**src/rtl/lpcmb_pkg.sv**
```systemverilog
package lpcmb_pkg;

   typedef enum logic [3:0] {
      S_IDLE, S_CTYP, S_ADDR, S_WDAT0, S_WDAT1,
      S_TAR, S_SYNC, S_RDAT0, S_RDAT1, S_TEND
   } link_state_e;

   typedef enum logic [1:0] {P_DATA, P_CMD, P_XBYTE} port_kind_e;

   typedef struct packed {
      logic       hit;
      logic [1:0] ch;
      port_kind_e kind;
      logic [3:0] xidx;
   } port_hit_t;

   localparam logic [3:0] NIB_START = 4'h0;
   localparam logic [3:0] NIB_READY = 4'h0;
   localparam logic [3:0] NIB_PARK  = 4'hF;

endpackage

```
**src/rtl/lpcmb_decode.sv**
```systemverilog
module lpcmb_decode
   import lpcmb_pkg::*;
#(
   parameter logic [15:0] CH1_DATA    = 16'h0060,
   parameter logic [15:0] CH1_CMD     = 16'h0064,
   parameter logic [15:0] CH2_DATA    = 16'h0062,
   parameter logic [15:0] CH2_CMD     = 16'h0066,
   parameter int          CH3_CMD_OFS = 1,
   parameter int          XBYTES      = 16
) (
   input  logic [15:0] addr,
   input  logic [15:0] ch3_base,
   output port_hit_t   dec
);
   logic [4:0] ofs;
   assign ofs = addr[4:0];

   always_comb begin
      dec = '{hit: 1'b0, ch: 2'd0, kind: P_DATA, xidx: 4'd0};
      if (addr == CH1_DATA) begin
         dec.hit = 1'b1; dec.ch = 2'd0; dec.kind = P_DATA;
      end else if (addr == CH1_CMD) begin
         dec.hit = 1'b1; dec.ch = 2'd0; dec.kind = P_CMD;
      end else if (addr == CH2_DATA) begin
         dec.hit = 1'b1; dec.ch = 2'd1; dec.kind = P_DATA;
      end else if (addr == CH2_CMD) begin
         dec.hit = 1'b1; dec.ch = 2'd1; dec.kind = P_CMD;
      end else if (addr[15:5] == ch3_base[15:5]) begin
         dec.ch = 2'd2;
         if (ofs == 5'd0) begin
            dec.hit = 1'b1; dec.kind = P_DATA;
         end else if (ofs == 5'(CH3_CMD_OFS)) begin
            dec.hit = 1'b1; dec.kind = P_CMD;
         end else if (ofs[4] && (int'(ofs[3:0]) < XBYTES)) begin
            dec.hit = 1'b1; dec.kind = P_XBYTE; dec.xidx = ofs[3:0];
         end
      end
   end
endmodule

```
**src/rtl/lpcmb_link.sv**
```systemverilog
module lpcmb_link
   import lpcmb_pkg::*;
(
   input  logic        clk,
   input  logic        rst_n,
   input  logic        frame_n,
   input  logic [3:0]  lad_in,
   output logic [3:0]  lad_out,
   output logic        lad_oe,
   output logic [15:0] cur_addr,
   input  logic        hit,
   input  logic [7:0]  rd_byte,
   output logic        rd_take,
   output logic        wr_take,
   output logic [7:0]  wr_byte
);
   link_state_e state;
   logic [1:0]  cnt;
   logic        is_wr;
   logic [15:0] addr_sr;
   logic [3:0]  wlo;
   logic [7:0]  rbyte;
   logic        addr_last;

   assign addr_last = (state == S_ADDR) && (cnt == 2'd3);
   assign cur_addr  = addr_last ? {addr_sr[11:0], lad_in} : addr_sr;
   assign rd_take   = addr_last && !is_wr && hit && frame_n;
   assign wr_take   = (state == S_WDAT1) && frame_n;
   assign wr_byte   = {lad_in, wlo};

   always_ff @(posedge clk or negedge rst_n) begin
      if (!rst_n) begin
         state   <= S_IDLE;
         cnt     <= 2'd0;
         is_wr   <= 1'b0;
         addr_sr <= '0;
         wlo     <= '0;
         rbyte   <= '0;
      end else if (!frame_n) begin
         state <= (lad_in == NIB_START) ? S_CTYP : S_IDLE;
         cnt   <= 2'd0;
      end else begin
         unique case (state)
            S_IDLE: ;
            S_CTYP: begin
               if (lad_in[3:2] == 2'b00 && !lad_in[0]) begin
                  is_wr <= lad_in[1];
                  state <= S_ADDR;
               end else begin
                  state <= S_IDLE;
               end
               cnt <= 2'd0;
            end
            S_ADDR: begin
               addr_sr <= {addr_sr[11:0], lad_in};
               cnt     <= cnt + 2'd1;
               if (cnt == 2'd3) begin
                  cnt <= 2'd0;
                  if (!hit)       state <= S_IDLE;
                  else if (is_wr) state <= S_WDAT0;
                  else begin
                     state <= S_TAR;
                     rbyte <= rd_byte;
                  end
               end
            end
            S_WDAT0: begin
               wlo   <= lad_in;
               state <= S_WDAT1;
            end
            S_WDAT1: begin
               state <= S_TAR;
               cnt   <= 2'd0;
            end
            S_TAR: begin
               if (cnt == 2'd1) state <= S_SYNC;
               cnt <= cnt + 2'd1;
            end
            S_SYNC: begin
               state <= is_wr ? S_TEND : S_RDAT0;
               cnt   <= 2'd0;
            end
            S_RDAT0: state <= S_RDAT1;
            S_RDAT1: begin
               state <= S_TEND;
               cnt   <= 2'd0;
            end
            S_TEND: begin
               if (cnt == 2'd1) state <= S_IDLE;
               cnt <= cnt + 2'd1;
            end
            default: state <= S_IDLE;
         endcase
      end
   end

   always_comb begin
      lad_oe  = 1'b0;
      lad_out = 4'h0;
      unique case (state)
         S_SYNC:  begin lad_oe = 1'b1; lad_out = NIB_READY;   end
         S_RDAT0: begin lad_oe = 1'b1; lad_out = rbyte[3:0]; end
         S_RDAT1: begin lad_oe = 1'b1; lad_out = rbyte[7:4]; end
         S_TEND:  if (cnt == 2'd0) begin lad_oe = 1'b1; lad_out = NIB_PARK; end
         default: ;
      endcase
   end

   // every driven burst opens with the ready SYNC nibble
   assert_sync_first_R3: assert property (@(posedge clk) disable iff (!rst_n)
      $rose(lad_oe) |-> lad_out == NIB_READY);
   // a frame low always silences the target on the next clock
   assert_abort_quiet_R10: assert property (@(posedge clk) disable iff (!rst_n)
      !frame_n |=> !lad_oe);
endmodule

```
**src/rtl/lpcmb_chan.sv**
```systemverilog
module lpcmb_chan (
   input  logic       clk,
   input  logic       rst_n,
   input  logic       h_wr,
   input  logic       h_cmd,
   input  logic [7:0] h_wdata,
   input  logic       h_rd,
   input  logic       fw_rd,
   input  logic       fw_wr,
   input  logic [7:0] fw_wdata,
   output logic [7:0] idr,
   output logic [7:0] odr,
   output logic       ibf,
   output logic       obf,
   output logic       cd
);
   always_ff @(posedge clk or negedge rst_n) begin
      if (!rst_n) begin
         idr <= '0; odr <= '0; ibf <= 1'b0; obf <= 1'b0; cd <= 1'b0;
      end else begin
         if (h_wr) begin
            idr <= h_wdata;
            cd  <= h_cmd;
            ibf <= 1'b1;
         end else if (fw_rd) begin
            ibf <= 1'b0;
         end
         if (fw_wr) begin
            odr <= fw_wdata;
            obf <= 1'b1;
         end else if (h_rd) begin
            obf <= 1'b0;
         end
      end
   end

   assert_ibf_set_R5: assert property (@(posedge clk) disable iff (!rst_n)
      h_wr |=> ibf);
   assert_ibf_clr_R5: assert property (@(posedge clk) disable iff (!rst_n)
      (fw_rd && !h_wr) |=> !ibf);
   assert_obf_set_R6: assert property (@(posedge clk) disable iff (!rst_n)
      fw_wr |=> obf);
   assert_obf_clr_R6: assert property (@(posedge clk) disable iff (!rst_n)
      (h_rd && !fw_wr) |=> !obf);
endmodule

```
**src/rtl/lpc_mailbox_target.sv**
```systemverilog
module lpc_mailbox_target
   import lpcmb_pkg::*;
#(
   parameter logic [15:0] CH1_DATA    = 16'h0060,
   parameter logic [15:0] CH1_CMD     = 16'h0064,
   parameter logic [15:0] CH2_DATA    = 16'h0062,
   parameter logic [15:0] CH2_CMD     = 16'h0066,
   parameter int          CH3_CMD_OFS = 1,
   parameter int          XBYTES      = 16,
   parameter bit          A20_EN      = 1'b1,
   parameter logic [7:0]  A20_CMD     = 8'hD1,
   parameter bit          A20_RESET   = 1'b1
) (
   input  logic        lclk,
   input  logic        lreset_n,
   input  logic        lframe_n,
   input  logic [3:0]  lad_in,
   output logic [3:0]  lad_out,
   output logic        lad_oe,
   input  logic [15:0] ch3_base,
   input  logic [1:0]  fw_ch,
   input  logic        fw_rd_idr,
   input  logic        fw_wr_odr,
   input  logic [7:0]  fw_wdata,
   output logic [7:0]  fw_idr,
   output logic [2:0]  fw_ibf,
   output logic [2:0]  fw_obf,
   output logic [2:0]  fw_cd,
   input  logic [3:0]  fw_xidx,
   input  logic        fw_xwr,
   output logic [7:0]  fw_xrdata,
   output logic        a20_gate
);
   localparam int NCH    = 3;
   localparam int XIDX_W = (XBYTES > 1) ? $clog2(XBYTES) : 1;

   if (XBYTES < 2 || XBYTES > 16 || (XBYTES & (XBYTES - 1)) != 0) begin : g_bad_xbytes
      $error("XBYTES must be a power of two from 2 to 16");
   end
   if (CH3_CMD_OFS < 1 || CH3_CMD_OFS > 15) begin : g_bad_ofs
      $error("CH3_CMD_OFS must lie in 1..15");
   end

   logic [15:0] cur_addr;
   port_hit_t   dec;
   logic        rd_take, wr_take, swallow;
   logic [7:0]  wr_byte, rd_byte;
   logic [7:0]  idr_v [NCH];
   logic [7:0]  odr_v [NCH];
   logic [2:0]  ibf_v, obf_v, cd_v;
   logic [7:0]  xb [XBYTES];

   lpcmb_link u_link (
      .clk(lclk), .rst_n(lreset_n), .frame_n(lframe_n), .lad_in(lad_in),
      .lad_out(lad_out), .lad_oe(lad_oe), .cur_addr(cur_addr), .hit(dec.hit),
      .rd_byte(rd_byte), .rd_take(rd_take), .wr_take(wr_take), .wr_byte(wr_byte)
   );

   lpcmb_decode #(
      .CH1_DATA(CH1_DATA), .CH1_CMD(CH1_CMD), .CH2_DATA(CH2_DATA),
      .CH2_CMD(CH2_CMD), .CH3_CMD_OFS(CH3_CMD_OFS), .XBYTES(XBYTES)
   ) u_dec (.addr(cur_addr), .ch3_base(ch3_base), .dec(dec));

   for (genvar i = 0; i < NCH; i++) begin : g_ch
      logic h_wr_i, h_rd_i;
      assign h_wr_i = wr_take && dec.hit && dec.ch == 2'(i) && dec.kind != P_XBYTE
                      && !(i == 0 && swallow);
      assign h_rd_i = rd_take && dec.ch == 2'(i) && dec.kind == P_DATA;
      lpcmb_chan u_chan (
         .clk(lclk), .rst_n(lreset_n), .h_wr(h_wr_i), .h_cmd(dec.kind == P_CMD),
         .h_wdata(wr_byte), .h_rd(h_rd_i), .fw_rd(fw_rd_idr && fw_ch == 2'(i)),
         .fw_wr(fw_wr_odr && fw_ch == 2'(i)), .fw_wdata(fw_wdata),
         .idr(idr_v[i]), .odr(odr_v[i]), .ibf(ibf_v[i]), .obf(obf_v[i]), .cd(cd_v[i])
      );
   end

   assign fw_ibf = ibf_v;
   assign fw_obf = obf_v;
   assign fw_cd  = cd_v;

   always_comb begin
      unique case (fw_ch)
         2'd0:    fw_idr = idr_v[0];
         2'd1:    fw_idr = idr_v[1];
         2'd2:    fw_idr = idr_v[2];
         default: fw_idr = 8'h00;
      endcase
   end

   always_comb begin
      logic [7:0] odr_s, stat_s;
      unique case (dec.ch)
         2'd0:    begin odr_s = odr_v[0]; stat_s = {4'h0, cd_v[0], 1'b0, ibf_v[0], obf_v[0]}; end
         2'd1:    begin odr_s = odr_v[1]; stat_s = {4'h0, cd_v[1], 1'b0, ibf_v[1], obf_v[1]}; end
         default: begin odr_s = odr_v[2]; stat_s = {4'h0, cd_v[2], 1'b0, ibf_v[2], obf_v[2]}; end
      endcase
      unique case (dec.kind)
         P_DATA:  rd_byte = odr_s;
         P_CMD:   rd_byte = stat_s;
         default: rd_byte = xb[dec.xidx[XIDX_W-1:0]];
      endcase
   end

   always_ff @(posedge lclk or negedge lreset_n) begin
      if (!lreset_n) begin
         for (int k = 0; k < XBYTES; k++) xb[k] <= '0;
      end else if (wr_take && dec.hit && dec.kind == P_XBYTE) begin
         xb[dec.xidx[XIDX_W-1:0]] <= wr_byte;
      end else if (fw_xwr) begin
         xb[fw_xidx[XIDX_W-1:0]] <= fw_wdata;
      end
   end
   assign fw_xrdata = xb[fw_xidx[XIDX_W-1:0]];

   if (A20_EN) begin : g_a20
      logic armed, gate_q, c1_cmd, c1_dat;
      assign c1_cmd  = wr_take && dec.hit && dec.ch == 2'd0 && dec.kind == P_CMD;
      assign c1_dat  = wr_take && dec.hit && dec.ch == 2'd0 && dec.kind == P_DATA;
      assign swallow = (c1_cmd && wr_byte == A20_CMD) || (c1_dat && armed);
      always_ff @(posedge lclk or negedge lreset_n) begin
         if (!lreset_n) begin
            armed  <= 1'b0;
            gate_q <= A20_RESET;
         end else if (c1_cmd) begin
            armed <= (wr_byte == A20_CMD);
         end else if (c1_dat) begin
            armed <= 1'b0;
            if (armed) gate_q <= wr_byte[1];
         end
      end
      assign a20_gate = gate_q;

      // the gate only moves right after a host write has completed
      assert_a20_cause_R9: assert property (@(posedge lclk) disable iff (!lreset_n)
         !$stable(a20_gate) |-> $past(wr_take));
   end else begin : g_no_a20
      assign swallow  = 1'b0;
      assign a20_gate = A20_RESET;
   end
endmodule

```
**config.mk**
```make
export PLATFORM = sky130hd
export DESIGN_NAME = lpc_mailbox_target
export DESIGN_NICKNAME = d
export VERILOG_FILES = /design/src/rtl/lpcmb_pkg.sv /design/src/rtl/lpcmb_decode.sv /design/src/rtl/lpcmb_link.sv /design/src/rtl/lpcmb_chan.sv /design/src/rtl/lpc_mailbox_target.sv
export SDC_FILE = /design/constraint.sdc
export NUM_CORES = 1
export LEC_CHECK = 0
export ABC_AREA = 1
export CAP_MARGIN = 20
export CORE_MARGIN = 2
export CORE_UTILIZATION = 55
export DETAILED_ROUTE_END_ITERATION = 10
export HOLD_SLACK_MARGIN = 0.12
export PLACE_DENSITY_LB_ADDON = 0.05
export SYNTH_ARGS = -nofsm -noshare
export SYNTH_HDL_FRONTEND = slang
export SYNTH_SLANG_ARGS = --single-unit
```
**constraint.sdc**
```tcl
create_clock -name lclk -period 3.5 [get_ports lclk]
set_input_delay 0.7 -clock lclk [delete_from_list [all_inputs] [get_ports lclk]]
set_output_delay 0.7 -clock lclk [all_outputs]
set_load 0.01 [all_outputs]
```
* After elaboration in Yosys (flattened, before gate mapping)
Index checks and enable logic that the tools add are counted.
Word-level totals: RAM bits 0, memories 0, flip-flop bits (word level) 222, bits in latches 0, bits in read-only memories 0, input bits 40, output and inout bits 31
Operators by class: add/sub/neg operators 1, divide/modulo/power cells 0, muxes and demuxes 67, multipliers 0, bitwise operators 4, shifts and indexed selects 0, equality and inequality tests 30, reduce and logical (&&, ||, !) cells 62, $lt $le $gt $ge 4
Operators with widths (count):
- $bwmux 128 | 2
- $mux 128 | 2
- $bmux 8 s4 | 2
- $demux 8 s4 | 2
- $eq 16x7->1 const B | 4
- $mux 4 | 13
- $mux 8 | 6
- $pmux 4 s10 | 1
- $logic_and 1x1->1 | 33
- $pmux 8 s2 | 2
- $pmux 8 s3 | 1
- $mux 5 | 4
- $mux 1 | 19
- $eq 4x3->1 const B | 4
- $mux 16 | 1
- $reduce_bool 2->1 | 8
- $pmux 4 s3 | 1
- $eq 11x11->1 | 1
- $ge 5x5->1 const B | 2
- $logic_not 2->1 | 5
- $lt 5x1->1 const B | 2
- $mux 2 | 5
- $not 4->5 | 2
- $mux 9 | 1
- 29 further kinds | 45

* Depth between registers and ports, before layout
Gate-level depths: netlist (run 1).
depth after elaboration 19, depth in mapped cells 26, mapped depth without buffers 23

* Cells and area by module
Synthesis (run 1) repeated with hierarchy kept, for this count alone.
Second synthesis, totals: cell total of the unflattened synthesis 2057, area, all modules 14039.7 µm²
Modules (own cells, without submodules):
- lpc_mailbox_target | area each 9360.2 µm², sequential area each 3254.4 µm², cells an instance 1445, times used 1
- lpcmb_chan | area each 719.4 µm², sequential area each 475.5 µm², cells an instance 80, times used 3
- lpcmb_link | area each 2069.5 µm², sequential area each 875.8 µm², cells an instance 269, times used 1
- lpcmb_decode | area each 451.7 µm², sequential area each 0.0 µm², cells an instance 103, times used 1

* Least setup slack after synthesis (run 1)
Ideal clock, no wire load.
kind in2reg, start point in lad_in[3], end point reg xb[51] (netlist bit), required time 3382 ps, stages on the path 19, slack 322 ps, setup time 118 ps, arrival time 3060 ps, buffers on the path 2, cell sequence clkbuf_1 -> inv_1 -> o21ai_2 -> nor2_4 -> nand2_1 -> nor2_1 -> nand2_1 -> nand2_2 -> nor2_4 -> nand2_2 -> nand2_2 -> nor2_2 -> inv_2 -> buf_6 -> nor2_1 -> a21oi_4 -> nand2_2 -> nand2_1 -> nand2_1
On the way: longest elaborated chain between the ends 16, elaborated cells between the ends (all ways) 35, classes of those cells order compare: 2; eq/ne: 6; mux: 21; bitwise: 1; reduce/logical: 5
Ends and longest elaborated chain:
- start: declaration | RTL line lpc_mailbox_target.sv:17 | input logic [3:0] lad_in,
- $mux 16 (*) | RTL line lpcmb_link.sv:26 | assign cur_addr = addr_last ? {addr_sr[11:0], lad_in} : addr_sr;
- $eq 5x1->1 / $mux 6 (equally long branches) | RTL line lpcmb_decode.sv:32, lpcmb_decode.sv:34
- $mux 4 | RTL line lpcmb_decode.sv:32 | end else if (ofs == 5'(CH3_CMD_OFS)) begin
- $mux 4 | RTL line lpcmb_decode.sv:30 | if (ofs == 5'd0) begin
- $mux 9 | RTL line lpcmb_decode.sv:28 | end else if (addr[15:5] == ch3_base[15:5]) begin
- $mux 4 | RTL line lpcmb_decode.sv:26 | end else if (addr == CH2_CMD) begin
- $mux 4 | RTL line lpcmb_decode.sv:24 | end else if (addr == CH2_DATA) begin
- $mux 4 | RTL line lpcmb_decode.sv:22 | end else if (addr == CH1_CMD) begin
- $mux 4 | RTL line lpcmb_decode.sv:20 | if (addr == CH1_DATA) begin
- $not 4->5 (not written as such) | RTL line lpc_mailbox_target.sv:108 | xb[dec.xidx[XIDX_W-1:0]] <= wr_byte;
- $ge 5x5->1 (not written as such) / $lt 5x1->1 (equally long branches) | RTL line lpc_mailbox_target.sv:108
- $logic_and 1x1->1 (not written as such) | RTL line lpc_mailbox_target.sv:108
- $mux 8 (not written as such) | RTL line lpc_mailbox_target.sv:108
- $demux 8 s4 | RTL line lpc_mailbox_target.sv:108
- $bwmux 128 | RTL line lpc_mailbox_target.sv:108
- $mux 128 | RTL line lpc_mailbox_target.sv:107 | end else if (wr_take && dec.hit && dec.kind == P_XBYTE) begin
- end signal: indexed assignment | RTL line lpc_mailbox_target.sv:108
- end signal: indexed assignment | RTL line lpc_mailbox_target.sv:110 | xb[fw_xidx[XIDX_W-1:0]] <= fw_wdata;
- end: declaration | RTL line lpc_mailbox_target.sv:51 | logic [7:0] xb [XBYTES];
Every way passes the cells marked *; elsewhere a longest branch is shown, timed or not. A chain may end at the register's enable or synchronous reset.

* Final worst setup path (run 1)
start point in fw_xidx[0], end point out fw_xrdata[0]
On the way: longest elaborated chain between the ends 4
Ends and longest elaborated chain:
- start: declaration | RTL line lpc_mailbox_target.sv:29 | input logic [3:0] fw_xidx,
- $not 4->5 (not written as such) | RTL line lpc_mailbox_target.sv:113 | assign fw_xrdata = xb[fw_xidx[XIDX_W-1:0]];
- $bmux 8 s4 | RTL line lpc_mailbox_target.sv:113
- $mux 8 (not written as such) (2 in a row) | RTL line lpc_mailbox_target.sv:113
- end: declaration | RTL line lpc_mailbox_target.sv:31 | output logic [7:0] fw_xrdata,
Every way passes these cells. The select of a mux whose other input is x is not followed.

==> out/qor.csv, run 1 <==
metric,value,unit
1st-pass router iterations,7,
Clock Skews,21.68,ps
I/O pins,71,
Final #Nets,2414,
vias in the first global route,15221,
fin crit share,99.14,%
Max-slew headroom,21.77,%
syn_nets,2314,
"Hold-fix buffers, CTS",0,
Vias/cell,6.077,
total power,7.030,mW
# fillers,2396,
routability-driven placement congestion ratio,0.9854,
CTS tree,built,
die width,170.2,um
Area Growth Syn to Fin,18.78,%
area occupied by multi-input gates,0.008404,mm2
WL/cell,20.32,um
Final HPWL DP,36.81,mm
kind of path behind the tightest hold check,primary input to asynchronous set/reset pin,
layout cells sized above 1,12.09,%
cells after synthesis,2271,
Die Area,0.02897,mm2
"Primary FF master, synth",dfrtp_1,
yosys warns,0,
CORE AREA,0.02703,mm2
status,"complete, no violations",
"Cell Chain, Critical Path","clkdlybuf4s50_1, inv_1, nand2_2, inv_2, buf_4, a22oi_1, o221ai_2, nand2_1, nand4_1, dlygate4sd2_1",
Num CTS Buffers,26,
post-route minimum period,3470,ps
H-tree levels,1,
Rows,60,
CP required,2800,ps
Fin. Hold Viols,0,
pwr/cell area,389.5,mW/mm2
Num Clock Sinks,222,
"most common cell after layout, fill and taps aside",nand2_1,
# Max-Cap Violations,0,
number of flops mapped to enable cells by yosys,0,
unrepaired setup endpoints after global routing,true,
Clock Latency Late Sink,560,ps
"Avg Cell Area, Syn",6.691,um2
register bit total from synthesis,222,
total global routing overflow,0,
max-slew violation count,0,
"Distinct cells, synth",44,
initial antenna violation count,0,
CTS Buffer Depth,3,
Initial DRC Count,2489,
Total Routing Usage GR,38.00,%
Final setup violation count,0,
sequential area share after synthesis,36.57,%
routed vias,16603,
Die Y,170.2,um
clk root buf,clkbuf_16,
crit path launch type,primary input,
residual DRC count,0,
Reg area,0.005557,mm2
nature of the critical path endpoint,output pin,
setup TNS,0,ps
fmax,288.2,MHz
Slowest cell on crit path,clkdlybuf4s50_1,
"Design Area, Final",0.01805,mm2
Final ANT Viol Nets,0,
I/O Buffers,65,
most frequent cells in the layout,"847 x nand2_1, 245 x nand3_1, 221 x dfrtp_1, 169 x inv_1, 144 x o21ai_0",
routed wire length,55.51,mm
first-pass GRT wire length,85.15,mm
"Cell Area, Placed",0.01697,mm2
maximum VDD drop,0.0004421,V
P_leak,8.768,nW
Crit Path Max Fanout,9,
"Reg clk slew, reported paths",60,ps
Worst-Margin Slew,1173,ps
ys async rst share,100.0,%
crit path DAT,2770,ps
synthesized cell area,0.01520,mm2
largest net degree at the start of global routing,104,
Starting Density,56.23,%
CP peak stage delay,540,ps
Worst Setup Path Type,primary input to output pin,
area by class of cell:
class,count,area share (%)
repair buffers,211,11.71
flip-flops and latches,222,30.78
well taps,341,2.364
multi-input cells,1723,46.56
clock buffers,43,4.346
diodes,1,0.01386
clock inverters,4,0.3119
inverters,187,3.903
logic make-up after synthesis:
group | after synthesis | synth area share, %
mux | 1 | 0.07410
simple gates | 1345 | 38.48
fa+ha+maj | 3 | 0.2470
compound gates | 374 | 15.70
flops | 222 | 36.57
buf+inv | 326 | 8.934
per-layer routing:
layer  part of all wire, %  track usage (%)
met1                    42            55.18
met2                    42            55.32
met3                    11            7.651
met4                   4.4            15.64
met5                     0                0
where the power goes:
group / switching, mW / internal (mW)
Clock: 1.14 / 1.59
Combinational: 0.856 / 0.467
Sequential: 0.162 / 2.82
synth_stat cells, types with 2 or more instances:
library cell,number,area (um2)
nand3_4,2,35.03
o21ai_0,150,750.7
clkbuf_1,78,292.8
nand3_1,245,1226
a21oi_4,7,113.9
buf_2,35,175.2
a21oi_1,20,100.1
nor4_1,2,12.51
o22ai_1,35,219.0
o221ai_1,4,35.03
o21ai_4,7,113.9
ha_1,3,37.54
dfrtp_1,221,5530
nor2_8,3,60.06
nand2_1,850,3191
o31ai_1,73,548.0
inv_2,10,37.54
nand2_4,3,33.78
buf_4,16,120.1
o21a_1,3,22.52
nor3_1,5,25.02
o21ai_1,36,180.2
clkinv_1,6,22.52
nor2_4,11,123.9
o21ai_2,7,61.31
nor2_2,8,50.05
nand4_1,81,506.7
a22oi_1,28,210.2
inv_1,171,641.9
nand2_2,18,112.6
buf_6,4,45.04
nor2_1,112,420.4
buf_1,6,22.52
metrics by stage:
step | worst slack (ps) | hold slack (ps) | instances | utilization, %
3_5_place_dp | -149.1 | 462.3 | 2678 | 62.79
5_1_grt | -8.491 | 233.9 | 2731 | 66.78
4_1_cts | -20.61 | 205.2 | 2726 | 66.06
3_3_place_gp | -141.6 | 456.0 | 2678 | 62.79
2_1_floorplan | 322.4 | 404.4 | 2271 | -
6_report | 30.13 | 167.3 | 2732 | 66.79
critical path: cells and delay by family:
| kind | cells | cell delay (ps) |
|---|---|---|
| AND/OR/NAND/NOR | 3 | 430 |
| AO/OA/AOI/OAI | 2 | 350 |
| buffers and inverters | 5 | 1280 |
worst paths after layout:
path	from	to	slack (ps)	depth (start not counted)
setup / recovery	fw_xidx[0]	fw_xrdata[0]	30	10
hold / removal	lreset_n	u_link.addr_sr[15]$_DFFE_PN0P_	170	1
setup reg to reg	u_link.cnt[0]$_DFFE_PN0P_	xb[15]$_DFFE_PN0P_	190	19
hold reg to reg	u_link.addr_sr[14]$_DFFE_PN0P_	u_link.addr_sr[14]$_DFFE_PN0P_	470	2
max in group asynchronous	lreset_n	xb[64]$_DFFE_PN0P_	2460	2
min in group lclk	u_link.addr_sr[14]$_DFFE_PN0P_	u_link.addr_sr[14]$_DFFE_PN0P_	470	2
timing repair:
item / CTS / global route
gates resized for setup: 16 / 35
hold endpoints to repair: 0 / 0
gates cloned: 0 / 1
setup buffers: 1 / 4
setup endpoints to repair: 8 / 147
pin swaps: 2 / 2
registers in the layout, summed over array words and instances, names as in the netlist:
signal and count:
a20_gate 1, g_a20.armed 1, g_ch.u_chan.cd 3, g_ch.u_chan.ibf 3
g_ch.u_chan.idr 24, g_ch.u_chan.obf 3, g_ch.u_chan.odr 24, u_link.addr_sr 16
u_link.cnt 2, u_link.is_wr 1, u_link.rbyte 8, u_link.state 4
u_link.wlo 4, xb 128
(Power assumes the default switching activity.)
==> inputs of run 2 (changes only) <==
Settings changed: CAP_MARGIN 20 to not set, DONT_BUFFER_PORTS set to 1.
==> out/qor.csv, run 2 (synthesis results as in run 1) <==
metric,value,unit
final worst slack,138.6,ps
Final setup violation count,0,
# fillers,2545,
"Reg clk slew, reported paths",60,ps
area occupied by multi-input gates,0.008364,mm2
WL/cell,20.32,um
residual DRC count,0,
nature of the critical path endpoint,flip-flop,
clk root buf,clkbuf_16,
Final HPWL DP,34.49,mm
Top reg by flops,xb,
Initial DRC Count,2107,
Clk pwr share,43.3,%
first-pass GRT wire length,81.53,mm
crit path DAT,3850,ps
"most common cell after layout, fill and taps aside",nand2_1,
Final #Nets,2290,
maximum VDD drop,0.0003622,V
Slowest cell on crit path,dfrtp_1,
Rows,60,
Worst-Margin Slew,1104,ps
"Cell Area, Placed",0.01561,mm2
routed wire length,53.01,mm
I/O Buffers,0,
most frequent cells in the layout,"846 x nand2_1, 245 x nand3_1, 221 x dfrtp_1, 171 x inv_1, 149 x o21ai_0",
largest net degree at the start of global routing,223,
failing checks,hold timing,
Num Clock Sinks,222,
Die Y,170.2,um
post-route minimum period,3361,ps
Crit Path Max Fanout,29,
pre-CTS WS,9.261,ps
CTS tree,built,
Reg area,0.005557,mm2
H-tree levels,1,
routed vias,15946,
routability-driven placement congestion ratio,0.9672,
1st-pass router iterations,6,
max-slew violation count,0,
Comb pwr share,15.1,%
number of flip-flops in the largest register,128,
pwr/cell area,423.5,mW/mm2
Final ANT Viol Nets,0,
Switching Power,2.070,mW
Starting Density,56.23,%
"Cell Chain, Critical Path","ha_1, nand3_2, buf_12, nand2_1, o21ai_4, nor2_4, nand2_1, nor2_1, nand2_1, nand2_2, nor2_4, nand2_2, nand2_2, nor2_4, buf_4, or2_2, buf_12, nand2_2, nand2_1, nand2_1",
status,"finished, violations left",
fmax,297.5,MHz
kind of path behind the tightest hold check,primary input to asynchronous set/reset pin,
Total Routing Usage GR,36.20,%
P_leak,8.148,nW
layout cells sized above 1,10.05,%
Area Growth Syn to Fin,10.98,%
sw frac,28.98,%
internal power,5.073,mW
CP required,3990,ps
vias in the first global route,14292,
Vias/cell,6.112,
CORE AREA,0.02703,mm2
Max-slew headroom,26.41,%
WHS,-150.5,ps
Largest regs,"xb: 128 flops, g_ch.u_chan.idr: 24 flops, g_ch.u_chan.odr: 24 flops",
I/O pins,71,
"Design Area, Final",0.01686,mm2
Die Area,0.02897,mm2
die width,170.2,um
fin crit share,96.04,%
Clock Skews,36.59,ps
Clock Latency Late Sink,570,ps
total global routing overflow,0,
crit path launch type,flip-flop,
CP peak stage delay,400,ps
initial antenna violation count,1,
Flop pwr share,41.7,%
Worst Setup Path Type,flip-flop to flip-flop,
Crit path top cell by count,nand2_1,
# Max-Cap Violations,0,
CTS Buffer Depth,3,
unrepaired setup endpoints after global routing,true,
Fin. Hold Viols,221,
Num CTS Buffers,27,
# diodes,0,
[run 2: final timing paths]
path,from,cells past startpoint,slack (ps),to
worst max-delay path,u_link.cnt[0]$_DFFE_PN0P_,20,140,xb[13]$_DFFE_PN0P_
worst min-delay path,lreset_n,0,-150,u_link.addr_sr[12]$_DFFE_PN0P_
worst max register to register,u_link.cnt[0]$_DFFE_PN0P_,20,140,xb[13]$_DFFE_PN0P_
worst min register to register,xb[17]$_DFFE_PN0P_,2,490,xb[17]$_DFFE_PN0P_
max in group asynchronous,lreset_n,0,3350,xb[107]$_DFFE_PN0P_
min in group lclk,lframe_n,1,290,u_link.state[3]$_DFFE_PN0P_
[run 2: what timing repair did]
item | in CTS | in global routing
cloned | 0 | 2
buffers inserted | 0 | 13
resized for setup | 1 | 22
setup endpoints to repair | 1 | 125
hold endpoints to repair | 222 | 222
pin swaps | 0 | 7
[run 2: area by class of cell]
class	instances	area share [%]
Tap cell	341	2.530
Sequential cell	222	32.95
Timing Repair Buffer	86	4.941
Multi-Input combinational cell	1723	49.60
Clock buffer	38	4.785
Clock inverter	12	1.039
Inverter	187	4.162
[run 2: worst max-delay path: cells and delay by family (launching register included)]
family | cells | cell delay (ps)
and+or+nand+nor | 15 | 1920
buffers and inverters | 3 | 550
DFF | 1 | 400
adders and majority gates | 1 | 250
AOI/OAI and AO/OA | 1 | 140
[run 2: metal layers]
layer	track usage, %	vias to the layer above	part of all wire (%)	wire [um]
met5	0	-	0	0
met1	52.27	7387	43	22580
met4	12.67	0	3.6	1896
li1	-	7476	-	-
met2	54.49	933	43	22680
met3	6.791	150	11	5849
[run 2: stage by stage]
| stage | total power, mW | setup TNS (ps) | util [%] | instances |
|---|---|---|---|---|
| finish | 7.143 | 0 | 62.40 | 2609 |
| global route | 7.404 | -205.3 | 62.40 | 2609 |
| CTS | 7.108 | 0 | 61.39 | 2594 |
| detailed placement | 4.035 | 0 | 57.75 | 2544 |
| global placement | 4.009 | 0 | 57.75 | 2544 |
| floorplan | 3.705 | 0 | - | 2271 |
[run 2: power groups by stage]
stage	Clock, mW	Sequential, mW	Combinational, mW
after floorplan	0	2.97	0.737
after detailed placement	0	3.01	1.02
after CTS	3.11	2.97	1.03
final	3.09	2.98	1.08
after global routing	3.20	3.00	1.20
after global placement	0	3.00	1.01
==> inputs of run 3 (changes only) <==
Clock period 3.5 ns to 2.8 ns, I/O delays scaled along.
==> out/qor.csv, run 3 (synthesis results as in run 1) <==
metric,value,unit
status,"finished, violations left",
failing checks,"hold timing, setup timing",
"most common cell after layout, fill and taps aside",nand2_1,
Reg area,0.005558,mm2
# Max-Cap Violations,0,
kind of path behind the tightest hold check,primary input to asynchronous set/reset pin,
Die Y,170.2,um
CP required,3250,ps
Total Routing Usage GR,39.87,%
1st-pass router iterations,6,
reg2reg end,xb[16]$_DFFE_PN0P_,
maximum VDD drop,0.0004827,V
layout cells sized above 1,20.35,%
Clk pwr share,38.9,%
Top reg by flops,xb,
pre-CTS WS,-431.5,ps
pwr/cell area,456.1,mW/mm2
WL/cell,21.81,um
worst r2r path cells,22,
clk root buf,clkbuf_16,
residual DRC count,0,
Worst-Margin Slew,894.1,ps
fin crit share,113.4,%
crit path launch type,flip-flop,
Flop pwr share,42.3,%
CORE AREA,0.02703,mm2
Clock Latency Late Sink,560,ps
Crit Reg-Reg Startpoint,u_link.cnt[0]$_DFFE_PN0P_,
total global routing overflow,0,
Starting Density,56.23,%
Final ANT Viol Nets,0,
Area Growth Syn to Fin,27.20,%
Critical Path Start,u_link.cnt[0]$_DFFE_PN0P_,
first-pass GRT wire length,88.78,mm
routed vias,17172,
Comb pwr share,18.9,%
I/O pins,71,
max-slew violation count,0,
WHS,-300.2,ps
crit path DAT,3620,ps
Rows,60,
initial antenna violation count,0,
area occupied by multi-input gates,0.008905,mm2
Num Clock Sinks,222,
Fin. Hold Viols,221,
Vias/cell,6.193,
post-route minimum period,3174,ps
Worst Setup Path Type,flip-flop to flip-flop,
Initial DRC Count,2578,
Largest regs,"xb: 128 flops, g_ch.u_chan.idr: 24 flops, g_ch.u_chan.odr: 24 flops",
number of flip-flops in the largest register,128,
sw frac,30.62,%
unrepaired setup endpoints after global routing,true,
Worst Setup EP,xb[16]$_DFFE_PN0P_,
routability-driven placement congestion ratio,1.009,
setup TNS,-36170,ps
Clock Skews,13.06,ps
# diodes,0,
"Reg clk slew, reported paths",60,ps
Crit Path Max Fanout,8,
P_leak,9.317,nW
Final HPWL DP,38.00,mm
internal power,6.116,mW
routed wire length,60.48,mm
CTS tree,built,
Switching Power,2.700,mW
Die Area,0.02897,mm2
largest net degree at the start of global routing,223,
CTS Buffer Depth,3,
R2R Setup Slk,-370,ps
# fillers,2244,
Final setup violation count,149,
Final #Nets,2459,
most frequent cells in the layout,"799 x nand2_1, 224 x nand3_1, 220 x dfrtp_1, 165 x inv_1, 162 x buf_4",
Max-slew headroom,40.02,%
nature of the critical path endpoint,flip-flop,
fmax,315.0,MHz
die width,170.2,um
I/O Buffers,0,
final worst slack,-374.3,ps
vias in the first global route,15547,
Num CTS Buffers,26,
H-tree levels,1,
## run 3: metal layers
layer	wire, um	global-route usage (%)	part of all wire [%]	vias up
li1	-	-	-	7819
met1	23790	56.50	39	7954
met2	25680	59.17	42	1163
met3	7775	8.628	13	236
met4	3236	16.46	5.4	0
met5	0	0	0	-
## run 3: how the worst min path moves through the flow
stage / from / end / slack, ps
floorplan: lreset_n / g_a20.armed$_DFFE_PN0P_ / 260
global placement: lreset_n / u_link.addr_sr[12]$_DFFE_PN0P_ / 270
detailed placement: lreset_n / u_link.addr_sr[12]$_DFFE_PN0P_ / 270
CTS: lreset_n / u_link.addr_sr[12]$_DFFE_PN0P_ / -310
global route: lreset_n / u_link.addr_sr[12]$_DFFE_PN0P_ / -310
finish: lreset_n / u_link.addr_sr[12]$_DFFE_PN0P_ / -300
## run 3: stage by stage
step	hold WS (ps)	power (mW)	cell area (um2)	cells	utilization, %
2_1_floorplan	264.4	4.658	15410	2271	-
3_3_place_gp	268.8	5.151	16880	2663	62.48
3_5_place_dp	268.8	5.190	16880	2663	62.48
4_1_cts	-306.2	8.663	18480	2736	68.37
5_1_grt	-309.5	9.102	19330	2773	71.52
6_report	-300.2	8.815	19330	2773	71.52
## run 3: repair_timing
action / CTS / global route
endpoints found under the setup margin: 159 / 162
gates resized for setup: 117 / 113
pin swaps: 27 / 44
buffers inserted: 25 / 29
cloned: 4 / 10
endpoints found under the hold margin: 222 / 222
## run 3: worst max-delay path, stage by stage, from the launching register on
cell and delay [ps]:
dfrtp_1 410, ha_4 190, nand3_4 140, buf_6 150, clkbuf_16 150, nand2_2 80
o21ai_4 80, nor2_2 140, nand2_1 120, nor2_2 150, nand2_1 100, nand2_2 110
nor2_4 60, nand2_4 80, nand2_4 60, nor2_4 160, buf_8 180, or2_4 200
buf_6 140, buf_16 140, nand2_4 90, nand2_1 90, nand2_2 50
## run 3: power groups by stage
stage	Sequential, mW	Clock [mW]	Combinational [mW]
2_1_floorplan	3.71	0	0.948
3_3_place_gp	3.75	0	1.40
3_5_place_dp	3.76	0	1.43
4_1_cts	3.71	3.43	1.52
5_1_grt	3.75	3.55	1.80
6_report	3.73	3.43	1.66
## run 3: layout make-up
type	instances	share of cell area, %
inverters	187	3.748
clock inverters	8	0.4272
multi-input cells	1723	46.07
well taps	341	2.207
clock buffers	36	3.923
repair buffers	256	14.87
flip-flops and latches	222	28.75
